`src/rtl/twi_stat_pkg.sv`:
```
package twi_stat_pkg;

    localparam int WORD_W    = 32;
    localparam int SMB_W     = 6;

    // Bit positions of the status word
    localparam int B_TXCOMP  = 0;
    localparam int B_RXRDY   = 1;
    localparam int B_TXRDY   = 2;
    localparam int B_SVACC   = 4;
    localparam int B_GACC    = 5;
    localparam int B_OVRE    = 6;
    localparam int B_UNRE    = 7;
    localparam int B_NACK    = 8;
    localparam int B_ARBLST  = 9;
    localparam int B_CLKWAIT = 10;
    localparam int B_SMB_LO  = 16;
    localparam int B_TXLOCK  = 23;
    localparam int B_SCL     = 24;
    localparam int B_SDA     = 25;
    localparam int B_RSTART  = 26;

    localparam logic [WORD_W-1:0] UNUSED_MASK = 32'hF840_F808;
    localparam logic [WORD_W-1:0] RESET_WORD  = 32'h0300_0005;

    // Sticky, clear-on-read flags
    typedef struct packed {
        logic             rstart;
        logic [SMB_W-1:0] smb;
        logic             arblst;
        logic             nack;
        logic             unre;
        logic             ovre;
        logic             gacc;
    } sticky_t;

    localparam int N_STICKY = $bits(sticky_t);

    // Transfer flags driven by bus events and holding-register access
    typedef struct packed {
        logic svacc;
        logic txcomp;
        logic txrdy;
        logic rxrdy;
    } xfer_t;

    typedef struct packed {
        logic sda;
        logic scl;
        logic clk_wait;
        logic tx_lock;
        logic txrdy;
        logic rxrdy;
    } live_t;

    function automatic logic [WORD_W-1:0] pack_word(input sticky_t s,
                                                    input xfer_t   x,
                                                    input live_t   l);
        logic [WORD_W-1:0] w;
        w = '0;
        w[B_TXCOMP]                      = x.txcomp;
        w[B_RXRDY]                       = l.rxrdy;
        w[B_TXRDY]                       = l.txrdy;
        w[B_SVACC]                       = x.svacc;
        w[B_GACC]                        = s.gacc;
        w[B_OVRE]                        = s.ovre;
        w[B_UNRE]                        = s.unre;
        w[B_NACK]                        = s.nack;
        w[B_ARBLST]                      = s.arblst;
        w[B_CLKWAIT]                     = l.clk_wait;
        w[B_SMB_LO +: SMB_W]             = s.smb;
        w[B_TXLOCK]                      = l.tx_lock;
        w[B_SCL]                         = l.scl;
        w[B_SDA]                         = l.sda;
        w[B_RSTART]                      = s.rstart;
        return w;
    endfunction

endpackage

```
`src/rtl/twi_sticky_bank.sv`:
```
module twi_sticky_bank #(
    parameter int N = 12
) (
    input  logic         clk,
    input  logic         rst,
    input  logic [N-1:0] set_i,
    input  logic         rd_clr_i,
    output logic [N-1:0] q_o
);
    // Each flag: set has priority over the read clear
    for (genvar i = 0; i < N; i++) begin : g_flag
        logic q;
        always_ff @(posedge clk) begin
            if (rst)
                q <= 1'b0;
            else if (set_i[i])
                q <= 1'b1;
            else if (rd_clr_i)
                q <= 1'b0;
        end
        assign q_o[i] = q;
    end
endmodule

```
`src/rtl/twi_line_sample.sv`:
```
module twi_line_sample #(
    parameter int STAGES = 1
) (
    input  logic clk,
    input  logic rst,
    input  logic sda_i,
    input  logic scl_i,
    output logic sda_o,
    output logic scl_o
);
    localparam int W = 2;

    logic [W-1:0] stage [STAGES];

    for (genvar s = 0; s < STAGES; s++) begin : g_stage
        logic [W-1:0] d;
        if (s == 0) begin : g_first
            assign d = {sda_i, scl_i};
        end else begin : g_next
            assign d = stage[s-1];
        end
        // Idle bus lines are high, so reset to 1
        always_ff @(posedge clk) begin
            if (rst)
                stage[s] <= '1;
            else
                stage[s] <= d;
        end
    end

    assign sda_o = stage[STAGES-1][1];
    assign scl_o = stage[STAGES-1][0];
endmodule

```
`src/rtl/twi_xfer_flags.sv`:
```
module twi_xfer_flags
    import twi_stat_pkg::*;
(
    input  logic  clk,
    input  logic  rst,
    input  logic  host_mode,
    input  logic  ev_start,
    input  logic  ev_stop,
    input  logic  ev_nack,
    input  logic  ev_arb_lost,
    input  logic  ev_addr_match,
    input  logic  ev_addr_mismatch,
    input  logic  ev_host_done,
    input  logic  ev_tx_load,
    input  logic  ev_rx_load,
    input  logic  host_enable,
    input  logic  thr_wr,
    input  logic  rhr_rd,
    output xfer_t q_o
);
    xfer_t q, d;

    always_comb begin
        d = q;

        // Client access: match wins over nack/stop, read has no effect
        if (ev_addr_match && !host_mode)
            d.svacc = 1'b1;
        else if (ev_nack || ev_stop)
            d.svacc = 1'b0;

        // Transfer complete: rules differ by mode, set wins over clear
        if (host_mode) begin
            if (ev_host_done || ev_arb_lost || ev_nack)
                d.txcomp = 1'b1;
            else if (thr_wr)
                d.txcomp = 1'b0;
        end else begin
            if (ev_stop || ev_addr_mismatch)
                d.txcomp = 1'b1;
            else if (ev_start)
                d.txcomp = 1'b0;
        end

        // Holding-register ready flags
        if (ev_tx_load || ev_nack || host_enable)
            d.txrdy = 1'b1;
        else if (thr_wr)
            d.txrdy = 1'b0;

        if (ev_rx_load)
            d.rxrdy = 1'b1;
        else if (rhr_rd)
            d.rxrdy = 1'b0;
    end

    always_ff @(posedge clk) begin
        if (rst)
            q <= '{svacc: 1'b0, txcomp: 1'b1, txrdy: 1'b1, rxrdy: 1'b0};
        else
            q <= d;
    end

    assign q_o = q;
endmodule

```
`src/rtl/twi_status_word.sv`:
```
module twi_status_word
    import twi_stat_pkg::*;
#(
    parameter int LINE_STAGES = 1
) (
    input  logic              clk,
    input  logic              rst,
    input  logic              host_mode,
    input  logic              fifo_en,
    input  logic              stretch_en,
    input  logic              sda_in,
    input  logic              scl_in,
    input  logic              clk_wait,
    input  logic              tx_fifo_lock,
    input  logic              tx_fifo_full,
    input  logic              rx_fifo_empty,
    input  logic              ev_start,
    input  logic              ev_rep_start,
    input  logic              ev_stop,
    input  logic              ev_addr_match,
    input  logic              ev_addr_mismatch,
    input  logic              ev_gen_call,
    input  logic              ev_nack,
    input  logic              ev_arb_lost,
    input  logic              ev_host_done,
    input  logic              ev_tx_load,
    input  logic              ev_rx_load,
    input  logic              ev_underrun,
    input  logic              host_enable,
    input  logic [SMB_W-1:0]  smb_ev,
    input  logic              sr_rd,
    input  logic              thr_wr,
    input  logic              rhr_rd,
    output logic [WORD_W-1:0] status_word
);
    xfer_t   xf;
    sticky_t st_set, st_q;
    live_t   lv;
    logic    sda_s, scl_s;
    logic    client_nostretch;

    twi_xfer_flags u_xfer (
        .clk              (clk),
        .rst              (rst),
        .host_mode        (host_mode),
        .ev_start         (ev_start),
        .ev_stop          (ev_stop),
        .ev_nack          (ev_nack),
        .ev_arb_lost      (ev_arb_lost),
        .ev_addr_match    (ev_addr_match),
        .ev_addr_mismatch (ev_addr_mismatch),
        .ev_host_done     (ev_host_done),
        .ev_tx_load       (ev_tx_load),
        .ev_rx_load       (ev_rx_load),
        .host_enable      (host_enable),
        .thr_wr           (thr_wr),
        .rhr_rd           (rhr_rd),
        .q_o              (xf)
    );

    twi_line_sample #(.STAGES(LINE_STAGES)) u_lines (
        .clk   (clk),
        .rst   (rst),
        .sda_i (sda_in),
        .scl_i (scl_in),
        .sda_o (sda_s),
        .scl_o (scl_s)
    );

    // Ready levels: live FIFO state or the holding-register flags
    always_comb begin
        lv.sda      = sda_s;
        lv.scl      = scl_s;
        lv.clk_wait = clk_wait;
        lv.tx_lock  = tx_fifo_lock;
        lv.txrdy    = fifo_en ? !tx_fifo_full  : xf.txrdy;
        lv.rxrdy    = fifo_en ? !rx_fifo_empty : xf.rxrdy;
    end

    assign client_nostretch = !host_mode && !stretch_en;

    always_comb begin
        st_set.rstart = ev_rep_start;
        st_set.smb    = smb_ev;
        st_set.arblst = ev_arb_lost && host_mode;
        st_set.nack   = ev_nack;
        st_set.unre   = ev_underrun && client_nostretch;
        st_set.ovre   = ev_rx_load && lv.rxrdy && client_nostretch;
        st_set.gacc   = ev_gen_call && !host_mode;
    end

    twi_sticky_bank #(.N(N_STICKY)) u_sticky (
        .clk      (clk),
        .rst      (rst),
        .set_i    (st_set),
        .rd_clr_i (sr_rd),
        .q_o      (st_q)
    );

    assign status_word = pack_word(st_q, xf, lv);
endmodule

```
`config.mk`:
```
export PLATFORM = sky130hd
export DESIGN_NAME = twi_status_word
export DESIGN_NICKNAME = d
export VERILOG_FILES = /design/src/rtl/twi_stat_pkg.sv /design/src/rtl/twi_sticky_bank.sv /design/src/rtl/twi_line_sample.sv /design/src/rtl/twi_xfer_flags.sv /design/src/rtl/twi_status_word.sv
export SDC_FILE = /design/constraint.sdc
export NUM_CORES = 1
export LEC_CHECK = 0
export CORE_MARGIN = 10
export CORE_UTILIZATION = 33
export DETAILED_ROUTE_END_ITERATION = 8
export PLACE_DENSITY = 0.79
export SYNTH_ARGS = -nofsm -noshare
export SYNTH_HDL_FRONTEND = slang
export SYNTH_SLANG_ARGS = --single-unit
```
`constraint.sdc`:
```
create_clock -name clk -period 0.89 [get_ports clk]
set_input_delay 0.089 -clock clk [delete_from_list [all_inputs] [get_ports clk]]
set_output_delay 0.089 -clock clk [all_outputs]
set_load 0.01 [all_outputs]
```
==> out/qor.txt <==
Yosys top cell area share - 0.423
DIE HEIGHT - 70.8 µm
Antenna violations before repair - 0
Number of fill cells - 261
H-Tree Depth - 1
Ys Warns - 0
Ys async rst share - 0
Hold path startpoint - ev_addr_mismatch
Starting Density - 0.344
Die area - 0.00501 mm²
CTS Buf Count - 3
Placed Area - 0.00120 mm²
WL met2 - 1240 µm
Routed len/inst - 14.6 µm
ANT cells - 0
Layout Skew - 0.193 ps
Distinct cell type count after synthesis - 16
Final instance area - 0.00119 mm²
DRT Wirelength - 2430 µm
Synth cell count leaders - buf_4 (30), dfxtp_1 (18), nor2_1 (17)
WHS - 154 ps
First-pass GRT wire length - 3750 µm
Synth area leader - dfxtp_1
RSZ-0062 raised after global routing - true
Worst setup EP type - output pin
Fmax - 0.951 GHz
Final period utilization - 1.18
Core area - 0.00248 mm²
FP Rows - 18
IO buf count - 48
Final WS setup - -162 ps
Status - finished, violations left
Final RePlAce weighted congestion - 0.801
Type of the tightest min-delay check - input port to register
Number of vias per cell - 4.33
Post-layout nets - 172
Reg2reg setup slack - 140 ps
Worst Hold Endpoint - u_xfer.q_o[2]
Placed cells - 162
Max Slew Vio Count - 0
GRT overflow - 0
Count leader, synth - buf_4
Crit Reg-Reg Endpoint - u_sticky.g_flag[1].q
Num Clock Sinks - 18
Clock latency at the later pin of the worst-skew pair - 280 ps
Final core occ - 0.481
DR vias - 723
Worst path arrival time - 960 ps
CTS tree - built
Synth Instances - 102
DRT iter0 DRCs - 9
Metal-1 WL - 899 µm
CP max FO - 2
Area Growth Syn to Fin - 39.9%
Synth area leaders - dfxtp_1 (42%), buf_4 (26%), nor2_1 (7.5%)
Largest net degree at the start of global routing - 13
WL met3 - 279 µm
Num ports - 65
Worst vdd ir - 642 µV
Critical Path RT - 800 ps
Clock transition at path regs - 100 ps
Pre-CTS WS - -577 ps
Share of layout cells above drive strength 1 - 0.358
Max cap viols - 0
Final setup fails - 2
Post-synth EDFFs - 0
Failing checks - negative setup slack
Router iterations before antenna repair - 2
P per Cell Area - 1360 mW/mm²
Register area share after synthesis - 0.423
Setup_tns - -262 ps
CP startpoint kind - register
Final hold vios - 0
CTS max path bufs - 2
CTS root buf - clkbuf_4
FF-to-FF path depth - 3
DRT antenna net count - 0
Dpl hpwl - 1930 µm
Pleak - 0.562 nW
Remaining DRCs - 0
Top routing layer used - met4
Final Total Pwr - 1.62 mW
Tot GR Track Use - 0.0877
Mapped Area - 852 µm²
Worst Hold Path Cells - 4
Die W - 70.8 µm
Flops & latches, synth - 18
Number of global-route vias before repair - 788
Worst r2r src - u_xfer.q_o[0]
Final Critical Period - 1050 ps
Commonest register cell after synthesis - dfxtp_1
Hold_buf cts - 0
Finished Layout Cells - 167
Critical path class - register to output pin
Synth Area per Inst - 8.35 µm²
-- sequential cells by signal (all words and copies together) (netlist names) --
name               flops
u_xfer.q_o             4
u_lines.stage          2
u_sticky.g_flag.q     12
-- report_power, final --
group	switching, mW	internal (mW)	leakage [nW]
sequential	0.0202	0.856	0.152
clock	0.234	0.157	0.0138
combinational	0.158	0.199	0.396
total	0.412	1.21	0.562
-- logic make-up after synthesis --
family	share of synthesized area
AND/OR/NAND/NOR	0.138
flip-flops	0.423
AO/OA/AOI/OAI	0.123
other	0.00440
multiplexers	0.0117
buffers and inverters	0.300
-- critical path: stages, from the launching register on --
cell and delay (ps):
dfxtp_2 350, nor2_2 40, a21oi_1 140, buf_2 160
-- worst max-delay path by stage --
stage                  start        endpoint  slack [ps]
6_report       u_xfer.q_o[0]  status_word[1]        -160
5_1_grt        u_xfer.q_o[0]  status_word[1]        -250
4_1_cts        u_xfer.q_o[0]  status_word[1]        -130
3_5_place_dp         fifo_en  status_word[1]        -580
3_3_place_gp         fifo_en  status_word[1]        -540
2_1_floorplan      host_mode   u_xfer.q_o[2]         180
-- area by class of cell --
type | instances | area, µm² | area share
clock buffer | 3 | 22.5 | 0.0189
timing repair inverter | 1 | 5.00 | 0.00420
sequential | 18 | 379 | 0.318
multi-input combinational | 58 | 289 | 0.242
inverter | 4 | 18.8 | 0.0157
tap | 30 | 37.5 | 0.0315
timing repair buffer | 53 | 440 | 0.369
-- metal layers --
| layer | up-vias | track usage |
|---|---|---|
| met4 | 0 | 0.0280 |
| li1 | 358 | - |
| met1 | 323 | 0.0829 |
| met2 | 40 | 0.157 |
| met3 | 2 | 0.0488 |
| met5 | - | 0 |
-- repair_timing --
action | in CTS | in global routing
resized for setup | 89 | 8
endpoints found under the setup margin | 18 | 8
setup buffers | 0 | 1
pin swaps | 2 | 2
gates cloned | 0 | 1
-- cell usage in the layout (no fill, tap or decap) --
master	instances
a21oi_2	1
or3_1	1
o21ai_0	2
clkdlybuf4s50_1	26
nor2_2	3
buf_2	17
nor4_1	1
dlymetal6s2s_1	3
clkbuf_4	3
conb_1	12
dfxtp_1	3
clkinvlp_4	1
a22oi_1	4
dlygate4sd2_1	1
inv_1	3
or2_2	2
buf_4	5
mux2i_1	1
a21oi_1	11
nand4b_1	2
nand2_1	3
o21ai_1	1
nor2_1	14
dfxtp_2	15
buf_6	1
clkinvlp_2	1
Power figures use the tool's default switching activity.
